**src/rtl/async_seq_pkg.sv**
```systemverilog
// Shared types for the asynchronous memory sequencer.
// Assumes nothing beyond IEEE 1800-2017 enum support.
package async_seq_pkg;
    typedef enum logic [2:0] {
        PH_IDLE   = 3'd0,
        PH_TURN   = 3'd1,
        PH_SETUP  = 3'd2,
        PH_STROBE = 3'd3,
        PH_HOLD   = 3'd4
    } seq_phase_t;
endpackage

```
**src/rtl/async_seq_count.sv**
```systemverilog
// Phase down-counter: loads a cycle count and steps to zero.
// Assumes load_i and the decrement never coincide with a wrap past zero.
module async_seq_count #(
    parameter int W = 6
) (
    input  logic         clk,
    input  logic         rst_n,
    input  logic         load_i,
    input  logic [W-1:0] val_i,
    output logic         zero_o
);
    logic [W-1:0] cnt_q;

    // Load a new phase length or count the current one down.
    always_ff @(posedge clk) begin
        if (!rst_n)              cnt_q <= '0;
        else if (load_i)         cnt_q <= val_i;
        else if (cnt_q != '0)    cnt_q <= cnt_q - 1'b1;
    end

    assign zero_o = (cnt_q == '0);

    AST_CNT_STEP: assert property (@(posedge clk) disable iff (!rst_n)
        (!load_i && cnt_q != '0) |=> (cnt_q == $past(cnt_q) - 1'b1));
endmodule

```
**src/rtl/async_seq_cfg_sel.sv**
```systemverilog
// Picks the timing fields of one chip select and direction from the packed
// per-select configuration vectors. Assumes sel_cs_i < NUM_CS.
module async_seq_cfg_sel #(
    parameter int NUM_CS = 4,
    parameter int CS_W   = 2,
    parameter int TA_W   = 2,
    parameter int SU_W   = 4,
    parameter int ST_W   = 6,
    parameter int HD_W   = 3
) (
    input  logic [NUM_CS*TA_W-1:0] turn_i,
    input  logic [NUM_CS*SU_W-1:0] rd_su_i,
    input  logic [NUM_CS*ST_W-1:0] rd_st_i,
    input  logic [NUM_CS*HD_W-1:0] rd_hd_i,
    input  logic [NUM_CS*SU_W-1:0] wr_su_i,
    input  logic [NUM_CS*ST_W-1:0] wr_st_i,
    input  logic [NUM_CS*HD_W-1:0] wr_hd_i,
    input  logic [CS_W-1:0]        sel_cs_i,
    input  logic                   sel_wr_i,
    output logic [TA_W-1:0]        ta_o,
    output logic [SU_W-1:0]        su_o,
    output logic [ST_W-1:0]        st_o,
    output logic [HD_W-1:0]        hd_o
);
    // Index the packed fields for the chosen select and direction.
    always_comb begin
        ta_o = turn_i[sel_cs_i*TA_W +: TA_W];
        su_o = sel_wr_i ? wr_su_i[sel_cs_i*SU_W +: SU_W] : rd_su_i[sel_cs_i*SU_W +: SU_W];
        st_o = sel_wr_i ? wr_st_i[sel_cs_i*ST_W +: ST_W] : rd_st_i[sel_cs_i*ST_W +: ST_W];
        hd_o = sel_wr_i ? wr_hd_i[sel_cs_i*HD_W +: HD_W] : rd_hd_i[sel_cs_i*HD_W +: HD_W];
    end
endmodule

```
**src/rtl/async_seq_ta_track.sv**
```systemverilog
// Remembers the chip select and direction of the last completed access and
// flags when a candidate access needs a turnaround gap. Reset state is a
// read to chip select 0. Assumes upd_i pulses once per completed access.
module async_seq_ta_track #(
    parameter int CS_W = 2
) (
    input  logic            clk,
    input  logic            rst_n,
    input  logic [CS_W-1:0] cand_cs_i,
    input  logic            cand_wr_i,
    input  logic            upd_i,
    input  logic [CS_W-1:0] upd_cs_i,
    input  logic            upd_wr_i,
    output logic            need_ta_o
);
    logic [CS_W-1:0] prev_cs_q;
    logic            prev_wr_q;

    // Record the last access only when one completes.
    always_ff @(posedge clk) begin
        if (!rst_n) begin
            prev_cs_q <= '0;
            prev_wr_q <= 1'b0;
        end else if (upd_i) begin
            prev_cs_q <= upd_cs_i;
            prev_wr_q <= upd_wr_i;
        end
    end

    assign need_ta_o = (cand_cs_i != prev_cs_q) || (cand_wr_i != prev_wr_q);

    AST_PREV_KEPT: assert property (@(posedge clk) disable iff (!rst_n)
        !upd_i |=> ($stable(prev_cs_q) && $stable(prev_wr_q)));
endmodule

```
**src/rtl/async_mem_seq.sv**
```systemverilog
// Asynchronous memory interface sequencer. Runs one access at a time through
// turnaround, setup, strobe and hold, with per-select cycle counts.
// Assumes the requester holds req_valid_i high until done_o; request fields
// are latched on acceptance.
module async_mem_seq
    import async_seq_pkg::*;
#(
    parameter int NUM_CS = 4,
    parameter int ADDR_W = 16,
    parameter int DATA_W = 16,
    parameter int TA_W   = 2,
    parameter int SU_W   = 4,
    parameter int ST_W   = 6,
    parameter int HD_W   = 3,
    localparam int CS_W  = (NUM_CS > 1) ? $clog2(NUM_CS) : 1
) (
    input  logic                   clk,
    input  logic                   rst_n,
    input  logic [NUM_CS*TA_W-1:0] cfg_turn_i,
    input  logic [NUM_CS*SU_W-1:0] cfg_rd_setup_i,
    input  logic [NUM_CS*ST_W-1:0] cfg_rd_strobe_i,
    input  logic [NUM_CS*HD_W-1:0] cfg_rd_hold_i,
    input  logic [NUM_CS*SU_W-1:0] cfg_wr_setup_i,
    input  logic [NUM_CS*ST_W-1:0] cfg_wr_strobe_i,
    input  logic [NUM_CS*HD_W-1:0] cfg_wr_hold_i,
    input  logic                   req_valid_i,
    input  logic                   req_write_i,
    input  logic [CS_W-1:0]        req_cs_i,
    input  logic [ADDR_W-1:0]      req_addr_i,
    input  logic [DATA_W-1:0]      req_wdata_i,
    output logic [DATA_W-1:0]      rdata_o,
    output logic                   done_o,
    output logic [NUM_CS-1:0]      cs_n_o,
    output logic                   oe_n_o,
    output logic                   we_n_o,
    output logic [ADDR_W-1:0]      addr_o,
    output logic [DATA_W-1:0]      dq_o,
    output logic                   dq_oe_o,
    input  logic [DATA_W-1:0]      dq_i
);
    localparam int W_A   = (TA_W > SU_W) ? TA_W : SU_W;
    localparam int W_B   = (ST_W > HD_W) ? ST_W : HD_W;
    localparam int CNT_W = (W_A > W_B) ? W_A : W_B;

    seq_phase_t        ph_q, ph_d;
    logic [CS_W-1:0]   cur_cs_q;
    logic              cur_wr_q;
    logic [ADDR_W-1:0] addr_q;
    logic [DATA_W-1:0] wdata_q, rdata_q;
    logic [CS_W-1:0]   sel_cs;
    logic              sel_wr, need_ta, cnt_zero, cnt_load, on_bus;
    logic [CNT_W-1:0]  cnt_val;
    logic [TA_W-1:0]   ta_sel;
    logic [SU_W-1:0]   su_sel;
    logic [ST_W-1:0]   st_sel;
    logic [HD_W-1:0]   hd_sel;

    // While idle the incoming request picks the config; afterwards the latched one.
    assign sel_cs = (ph_q == PH_IDLE) ? req_cs_i    : cur_cs_q;
    assign sel_wr = (ph_q == PH_IDLE) ? req_write_i : cur_wr_q;

    async_seq_cfg_sel #(
        .NUM_CS(NUM_CS), .CS_W(CS_W), .TA_W(TA_W),
        .SU_W(SU_W), .ST_W(ST_W), .HD_W(HD_W)
    ) u_cfg (
        .turn_i(cfg_turn_i), .rd_su_i(cfg_rd_setup_i), .rd_st_i(cfg_rd_strobe_i),
        .rd_hd_i(cfg_rd_hold_i), .wr_su_i(cfg_wr_setup_i), .wr_st_i(cfg_wr_strobe_i),
        .wr_hd_i(cfg_wr_hold_i), .sel_cs_i(sel_cs), .sel_wr_i(sel_wr),
        .ta_o(ta_sel), .su_o(su_sel), .st_o(st_sel), .hd_o(hd_sel)
    );

    async_seq_ta_track #(.CS_W(CS_W)) u_track (
        .clk(clk), .rst_n(rst_n),
        .cand_cs_i(sel_cs), .cand_wr_i(sel_wr),
        .upd_i(done_o), .upd_cs_i(cur_cs_q), .upd_wr_i(cur_wr_q),
        .need_ta_o(need_ta)
    );

    async_seq_count #(.W(CNT_W)) u_cnt (
        .clk(clk), .rst_n(rst_n), .load_i(cnt_load), .val_i(cnt_val), .zero_o(cnt_zero)
    );

    // Choose the next phase and the count to load on each phase entry.
    always_comb begin
        ph_d     = ph_q;
        cnt_load = 1'b0;
        cnt_val  = '0;
        unique case (ph_q)
            PH_IDLE: if (req_valid_i) begin
                cnt_load = 1'b1;
                if (need_ta && ta_sel != '0) begin
                    ph_d    = PH_TURN;
                    cnt_val = CNT_W'(ta_sel) - CNT_W'(1);
                end else begin
                    ph_d    = PH_SETUP;
                    cnt_val = CNT_W'(su_sel);
                end
            end
            PH_TURN: if (cnt_zero) begin
                if (req_valid_i) begin
                    ph_d     = PH_SETUP;
                    cnt_load = 1'b1;
                    cnt_val  = CNT_W'(su_sel);
                end else begin
                    ph_d = PH_IDLE;
                end
            end
            PH_SETUP: if (cnt_zero) begin
                ph_d     = PH_STROBE;
                cnt_load = 1'b1;
                cnt_val  = CNT_W'(st_sel);
            end
            PH_STROBE: if (cnt_zero) begin
                ph_d     = PH_HOLD;
                cnt_load = 1'b1;
                cnt_val  = CNT_W'(hd_sel);
            end
            PH_HOLD: if (cnt_zero) ph_d = PH_IDLE;
            default: ph_d = PH_IDLE;
        endcase
    end

    // Phase register.
    always_ff @(posedge clk) begin
        if (!rst_n) ph_q <= PH_IDLE;
        else        ph_q <= ph_d;
    end

    // Latch the request fields on acceptance.
    always_ff @(posedge clk) begin
        if (!rst_n) begin
            cur_cs_q <= '0;
            cur_wr_q <= 1'b0;
            addr_q   <= '0;
            wdata_q  <= '0;
        end else if (ph_q == PH_IDLE && req_valid_i) begin
            cur_cs_q <= req_cs_i;
            cur_wr_q <= req_write_i;
            addr_q   <= req_addr_i;
            wdata_q  <= req_wdata_i;
        end
    end

    // Capture read data in the final strobe cycle.
    always_ff @(posedge clk) begin
        if (!rst_n) rdata_q <= '0;
        else if (ph_q == PH_STROBE && cnt_zero && !cur_wr_q) rdata_q <= dq_i;
    end

    assign on_bus  = (ph_q == PH_SETUP) || (ph_q == PH_STROBE) || (ph_q == PH_HOLD);
    assign done_o  = (ph_q == PH_HOLD) && cnt_zero;
    assign oe_n_o  = !((ph_q == PH_STROBE) && !cur_wr_q);
    assign we_n_o  = !((ph_q == PH_STROBE) && cur_wr_q);
    assign dq_oe_o = on_bus && cur_wr_q;
    assign dq_o    = wdata_q;
    assign addr_o  = addr_q;
    assign rdata_o = rdata_q;

    // One chip-select line per select, low only while on the bus.
    for (genvar g = 0; g < NUM_CS; g++) begin : g_cs
        assign cs_n_o[g] = !(on_bus && cur_cs_q == CS_W'(g));
    end

    AST_ONE_CS: assert property (@(posedge clk) disable iff (!rst_n)
        $countones(~cs_n_o) <= 1);
    AST_STROBE_IN_CS: assert property (@(posedge clk) disable iff (!rst_n)
        (!oe_n_o || !we_n_o) |-> (cs_n_o != '1));
    AST_NO_OE_WE: assert property (@(posedge clk) disable iff (!rst_n)
        !(!oe_n_o && !we_n_o));
    AST_DONE_PULSE: assert property (@(posedge clk) disable iff (!rst_n)
        done_o |=> !done_o);
    AST_ABORT_IDLE: assert property (@(posedge clk) disable iff (!rst_n)
        (ph_q == PH_TURN && cnt_zero && !req_valid_i) |=> (ph_q == PH_IDLE && cs_n_o == '1));
    AST_WR_BUS: assert property (@(posedge clk) disable iff (!rst_n)
        !we_n_o |-> dq_oe_o);
endmodule

```
**config.mk**
```make
export PLATFORM = sky130hd
export DESIGN_NAME = async_mem_seq
export DESIGN_NICKNAME = d
export VERILOG_FILES = /design/src/rtl/async_seq_pkg.sv /design/src/rtl/async_seq_count.sv /design/src/rtl/async_seq_cfg_sel.sv /design/src/rtl/async_seq_ta_track.sv /design/src/rtl/async_mem_seq.sv
export SDC_FILE = /design/constraint.sdc
export NUM_CORES = 1
export LEC_CHECK = 0
export ABC_AREA = 1
export BUFFER_PORTS_ARGS = -buffer_cell sky130_fd_sc_hd__buf_4
export CORE_MARGIN = 2
export CORE_UTILIZATION = 40
export DETAILED_ROUTE_END_ITERATION = 8
export PLACE_DENSITY = 0.77
export RECOVER_POWER = 100
export SYNTH_ARGS = -nofsm -noshare
export SYNTH_HDL_FRONTEND = slang
export SYNTH_SLANG_ARGS = --single-unit
export TNS_END_PERCENT = 10
```
**constraint.sdc**
```tcl
create_clock -name clk -period 2.12 [get_ports clk]
set_input_delay 0.424 -clock clk [delete_from_list [all_inputs] [get_ports clk]]
set_output_delay 0.424 -clock clk [all_outputs]
set_load 0.05 [all_outputs]
```
## After elaboration in Yosys (flattened, before gate mapping)

Index checks and enable logic that the tools add are counted.
W data, S select, Z words.

- Register bits: 63
- Input port bits: 166
- Output and inout port bits: 56
- Word-level logic and storage cells: 90

- Add/subtract/negate cells: 2
- $mul: 2
- Eq/ne operators: 14
- Shift operators: 7
- Multiplexer cells: 26
- Reduce and logical (&&, ||, !) cells: 30

Operator list:

| cell | count |
|---|---|
| $shiftx A24 B6 Y6 | 2 |
| $mux W6 | 6 |
| $shiftx A16 B5 Y4 | 2 |
| $pmux W6 S4 | 1 |
| $shiftx A12 B5 Y3 | 2 |
| $mux W3 | 7 |
| $pmux W3 S5 | 1 |
| $logic_and A1 B1 Y1 | 12 |
| $mux W4 | 3 |
| $ne A2 B2 Y1 const B | 5 |
| $mul A2 B2 Y4 const B | 2 |
| $shiftx A8 B4 Y2 | 1 |
| $logic_not A1 Y1 | 7 |
| $eq A3 B2 Y1 const B | 2 |
| $logic_not A6 Y1 | 1 |
| $mux W2 | 3 |
| $reduce_bool A6 Y1 | 1 |
| $sub A6 B1 Y6 const B | 1 |
| $reduce_and A5 Y1 | 1 |
| $eq A2 B2 Y1 const B | 2 |
| $mux W1 | 4 |
| $reduce_bool A2 Y1 | 2 |
| $eq A3 B1 Y1 const B | 1 |
| $eq A3 B3 Y1 const B | 1 |
| other kinds (9) | 11 |

## Longest topological paths before layout

- Word-level depth: 9
- Depth in mapped cells: 17
- Depth with buffers taken out: 16

## Cells and area by module

Synthesis repeated with hierarchy kept, for this count alone.

- Cell total of the unflattened synthesis: 787
- Area total of the unflattened synthesis: 4458.0 um2

Modules (own cells, without submodules):

| module | times used | cells an instance | area an instance (um2) |
|---|---|---|---|
| async_mem_seq | 1 | 344 | 2417.3 |
| async_seq_cfg_sel | 1 | 357 | 1485.2 |
| async_seq_count | 1 | 61 | 402.9 |
| async_seq_ta_track | 1 | 25 | 152.6 |

## Worst setup path after synthesis

OpenSTA, ideal clock, no wires.

- Path type: register to output
- From: register u_cnt.cnt_q[0]
- To: output port done_o
- Data arrival time: 2.130 ns
- Data required time: 1.696 ns
- Setup slack: -0.434 ns
- Stages on the path, launching flop included: 5
- Path through: dfxtp_1 inv_1 ha_1 nand4_2 nor3_1

- Word-level cells in the longest chain between the ends: 2

Ends and longest elaborated chain:

| what | line | source |
|---|---|---|
| start, declared | async_seq_count.sv:12 | `logic [W-1:0] cnt_q;` |
| start signal, assigned | async_seq_count.sv:17 | `else if (load_i) cnt_q <= val_i;` |
| start signal, assigned | async_seq_count.sv:18 | `else if (cnt_q != '0) cnt_q <= cnt_q - 1'b1;` |
| $logic_not A6 Y1 | async_seq_count.sv:21 | `assign zero_o = (cnt_q == '0);` |
| $logic_and A1 B1 Y1 | async_mem_seq.sv:151 | `assign done_o = (ph_q == PH_HOLD) && cnt_zero;` |
| end, declared | async_mem_seq.sv:32 | `output logic done_o,` |

No other way between the ends.

## Worst setup path after layout

- From: register ph_q[1]
- To: register u_cnt.cnt_q[2]

- Word-level cells in the longest chain between the ends: 9

Ends and longest elaborated chain:

| what | line | source |
|---|---|---|
| start, declared | async_mem_seq.sv:45 | `seq_phase_t ph_q, ph_d;` |
| start signal, assigned | async_mem_seq.sv:126 | `else ph_q <= ph_d;` |
| branches (longest 9 deep; another with $mul A2 B2 Y4) | -- |  |

Several ways; the timed one is not identified.
A chain may end at the register's enable or synchronous reset.

==> metrics.txt <==
# TYPE chip_impl_metric gauge
chip_impl_metric{name="syn_area",unit="sq mm"} 0.003905
chip_impl_info{name="start_kind",value="flop"} 1
chip_impl_info{name="outcome",value="complete, but fails checks"} 1
chip_impl_metric{name="insertion_delay",unit="ns"} 0.34
chip_impl_metric{name="power_per_cell_area",unit="mW/mm^2"} 1387
chip_impl_info{name="synth-main-ff-cell",value="dfxtp_1"} 1
chip_impl_metric{name="postLayoutCellArea",unit="sq mm"} 0.006025
chip_impl_metric{name="global_route.usage.total",unit=""} 0.2338
chip_impl_info{name="synthTopCellsByArea",value="dfxtp_1, nor2_1, nand2_1, nand3_1, o21ai_0"} 1
chip_impl_metric{name="die-area",unit="sq mm"} 0.01057
chip_impl_info{name="layout.cells.most_common",value="buf_4"} 1
chip_impl_metric{name="fin_crit_share",unit=""} 1.006
chip_impl_metric{name="finalWeightedCongestion",unit=""} 0.9394
chip_impl_metric{name="detailedPlacementHpwl",unit="um"} 9777
chip_impl_metric{name="postPlaceCellArea",unit="sq mm"} 0.005663
chip_impl_info{name="clock_tree_from_tritoncts",value="yes"} 1
chip_impl_metric{name="synthArstFlopShare",unit=""} 0
chip_impl_metric{name="synth.net_count",unit=""} 786
chip_impl_metric{name="wire_per_inst",unit="um"} 13.72
chip_impl_metric{name="layout-drive-gt1-share",unit=""} 0.3243
chip_impl_metric{name="via_per_inst",unit=""} 5.020
chip_impl_metric{name="cts_hold_buf",unit=""} 0
chip_impl_info{name="violations",value="negative setup slack"} 1
chip_impl_metric{name="worst_slew_margin_rel",unit=""} 0.5380
chip_impl_info{name="critical_path.slowest_cell",value="dfxtp_2"} 1
chip_impl_info{name="cts_root_buf",value="clkbuf_8"} 1
chip_impl_metric{name="timing_worst_slew_pin_value",unit="ns"} 0.6930
chip_impl_metric{name="drc",unit=""} 0
chip_impl_metric{name="holdWs",unit="ns"} 0.3027
chip_impl_metric{name="preCtsSetupSlack",unit="ns"} -0.02569
chip_impl_metric{name="first_global_vias",unit=""} 4484
chip_impl_metric{name="antenna_cell_count",unit=""} 0
chip_impl_metric{name="flow.area_growth_from_synthesis",unit="%"} 54.28
chip_impl_metric{name="num-nets-final",unit=""} 1013
chip_impl_metric{name="clk_path_buf_depth",unit=""} 2
chip_impl_metric{name="final_core_util",unit=""} 0.6250
chip_impl_info{name="synth_area_leader_cell",value="dfxtp_1"} 1
chip_impl_metric{name="max-cap-violations",unit=""} 0
chip_impl_metric{name="critical_path_arrival",unit="ns"} 2.35
chip_impl_metric{name="ios",unit=""} 222
chip_impl_metric{name="final.min_clock_period",unit="ns"} 2.132
chip_impl_metric{name="distinct_cells_synth",unit=""} 34
chip_impl_metric{name="drt_first_pass_iters",unit=""} 4
chip_impl_metric{name="vias",unit=""} 4925
chip_impl_metric{name="postLayoutSetupSlackWorst",unit="ns"} -0.01182
chip_impl_metric{name="static-leakage-power",unit="nW"} 2.901
chip_impl_metric{name="timing_max_transition_violations_final",unit=""} 0
chip_impl_info{name="cp_cell_sequence",value="nor2_4 -> buf_6 -> nand3b_1 -> nand2_4 -> nor2_1 -> o22a_2 -> ha_4 -> inv_2 -> nand2_4 -> nand2_4 -> nand2_4 -> nand2_1 -> and3_4 -> a21oi_2"} 1
chip_impl_metric{name="post_synth_inst_count",unit=""} 616
chip_impl_metric{name="synthesis.area_per_instance",unit="sq um"} 6.339
chip_impl_metric{name="start_util",unit=""} 0.4051
chip_impl_metric{name="final-hold-violation-count",unit=""} 0
chip_impl_metric{name="synth-edff-count",unit=""} 0
chip_impl_metric{name="max_freq",unit="MHz"} 469.1
chip_impl_metric{name="initial_antenna_violation_count",unit=""} 0
chip_impl_info{name="crit_top_cell",value="nand2_4"} 1
chip_impl_metric{name="grt.overflow.total",unit=""} 0
chip_impl_metric{name="die-height",unit="um"} 102.8
chip_impl_metric{name="clkTransAtPathRegs",unit="ns"} 0.07
chip_impl_metric{name="crit_required",unit="ns"} 2.34
chip_impl_metric{name="postRouteWirelength",unit="um"} 13460
chip_impl_metric{name="maximum_clock_skew_at_final_layout",unit="ns"} 0.009129
chip_impl_info{name="final_cell_mix",value="buf_4, nor2_1, nand2_1"} 1
chip_impl_metric{name="ctsHtreeMaxLevel",unit=""} 3
chip_impl_metric{name="clock_sinks",unit=""} 63
chip_impl_metric{name="critical_path.max_fanout",unit=""} 6
chip_impl_info{name="setup.worst_path.end_class",value="flop"} 1
chip_impl_metric{name="global_route_wire_length_before_repair",unit="um"} 19680
chip_impl_metric{name="postRouteAntennaNets",unit=""} 0
chip_impl_metric{name="design.core.area",unit="sq mm"} 0.009639
chip_impl_metric{name="yosysWarningCount",unit=""} 0
chip_impl_metric{name="synth_top_cell_area_share",unit=""} 0.3230
chip_impl_metric{name="cts_inserted_buffers",unit=""} 9
chip_impl_info{name="min_path_type",value="in2reg"} 1
chip_impl_metric{name="critPathMaxStageDelay",unit="ns"} 0.34
chip_impl_metric{name="port_buffers",unit=""} 221
chip_impl_info{name="setup_repair_after_global_routing_missed_its_margin",value="true"} 1
chip_impl_metric{name="rows",unit=""} 36
chip_impl_metric{name="ys_seq_area_frac",unit=""} 0.3230
chip_impl_metric{name="postSynthRegisterBits",unit=""} 63
chip_impl_metric{name="timing.final.setup_violations",unit=""} 1
chip_impl_info{name="worstSetupPathType",value="reg2reg"} 1
chip_impl_metric{name="power.ir.vdd_worst",unit="mV"} 0.7446
chip_impl_metric{name="die_w",unit="um"} 102.8
chip_impl_metric{name="dr.first_iter.drc_count",unit=""} 209
chip_impl_metric{name="grt_start_max_net_pins",unit=""} 58
-- worst paths after layout --
check	startpoint	to	slack [ns]	cells past startpoint
min reg2reg	rdata_o[12]	rdata_o[12]	0.51	2
max reg2reg	ph_q[1]	u_cnt.cnt_q[2]	-0.01	14
min	req_wdata_i[6]	dq_o[6]	0.30	3
max	ph_q[1]	u_cnt.cnt_q[2]	-0.01	14
-- what timing repair did --
| item | 4_1_cts | 5_1_grt |
|---|---|---|
| endpoints found under the setup margin | 5 | 13 |
| gates resized for setup | 6 | 57 |
| endpoints found under the hold margin | 0 | 0 |
| pin swaps | 2 | 22 |
| setup buffers | 3 | 8 |
-- cell families (layout without fill, tap and decap cells) --
logic type                 Yosys count  count (layout)  synth area share
buffers and inverters               85             317            0.1061
DFF                                 63              63            0.3230
xor gates and xnor gates             5               5           0.01121
AOI/OAI and AO/OA                  111             111            0.1544
and+or+nand+nor                    348             348            0.3925
adders and majority gates            4               4           0.01282
-- critical path: cells and delay by family (launching register included) --
family	cells	cell delay, ns
AND/OR/NAND/NOR	9	0.98
AO/OA/AOI/OAI	2	0.32
flip-flops	1	0.34
adder cells (fa/ha/maj)	1	0.17
buffers and inverters	2	0.20
-- registers in the layout, summed over array words and instances, names as in the netlist --
signal / cells
u_cnt.cnt_q: 6
rdata_o: 16
addr_o: 16
cur_cs_q: 2
cur_wr_q: 1
ph_q: 3
u_track.prev_wr_q: 1
u_track.prev_cs_q: 2
dq_o: 16
-- through the flow --
stage          total power [W]  setup TNS (ns)  cells
2_1_floorplan         0.005357       -0.006615    616
3_3_place_gp          0.006482               0    954
3_5_place_dp          0.006604        -0.02569    954
4_1_cts               0.007833       -0.008791    973
5_1_grt               0.008965         -0.9246    981
6_report              0.008353        -0.01182    981
-- power breakdown --
group	switching, W	internal, W	leakage (nW)
Combinational	0.00362	0.00193	2.28
Sequential	0.000189	0.00148	0.518
Clock	0.000468	0.000665	0.107
Total	0.00428	0.00408	2.90
-- layer usage --
metal,global-route usage,wire (um)
met5,0,0
met4,0.1012,347
met3,0.08203,1481
met2,0.4133,6580
met1,0.2532,5048
-- area by class of cell --
class / instances / area [sq um]
repair buffers: 250 / 1725
clock inverters: 5 / 82.58
inverters: 51 / 193.9
flip-flops and latches: 63 / 1264
clock buffers: 11 / 131.4
multi-input cells: 468 / 2461
well taps: 133 / 166.4
fillers: 938 / 3615
-- synthesized netlist by cell type, types with 6 or more instances --
master / number
dfxtp_1: 63
inv_2: 6
a21oi_1: 17
nand2_2: 9
buf_6: 10
nand2_1: 115
inv_1: 45
clkbuf_1: 11
o21ai_0: 77
nand3_1: 79
nor2_1: 124
buf_2: 10
(Power assumes the default switching activity.)
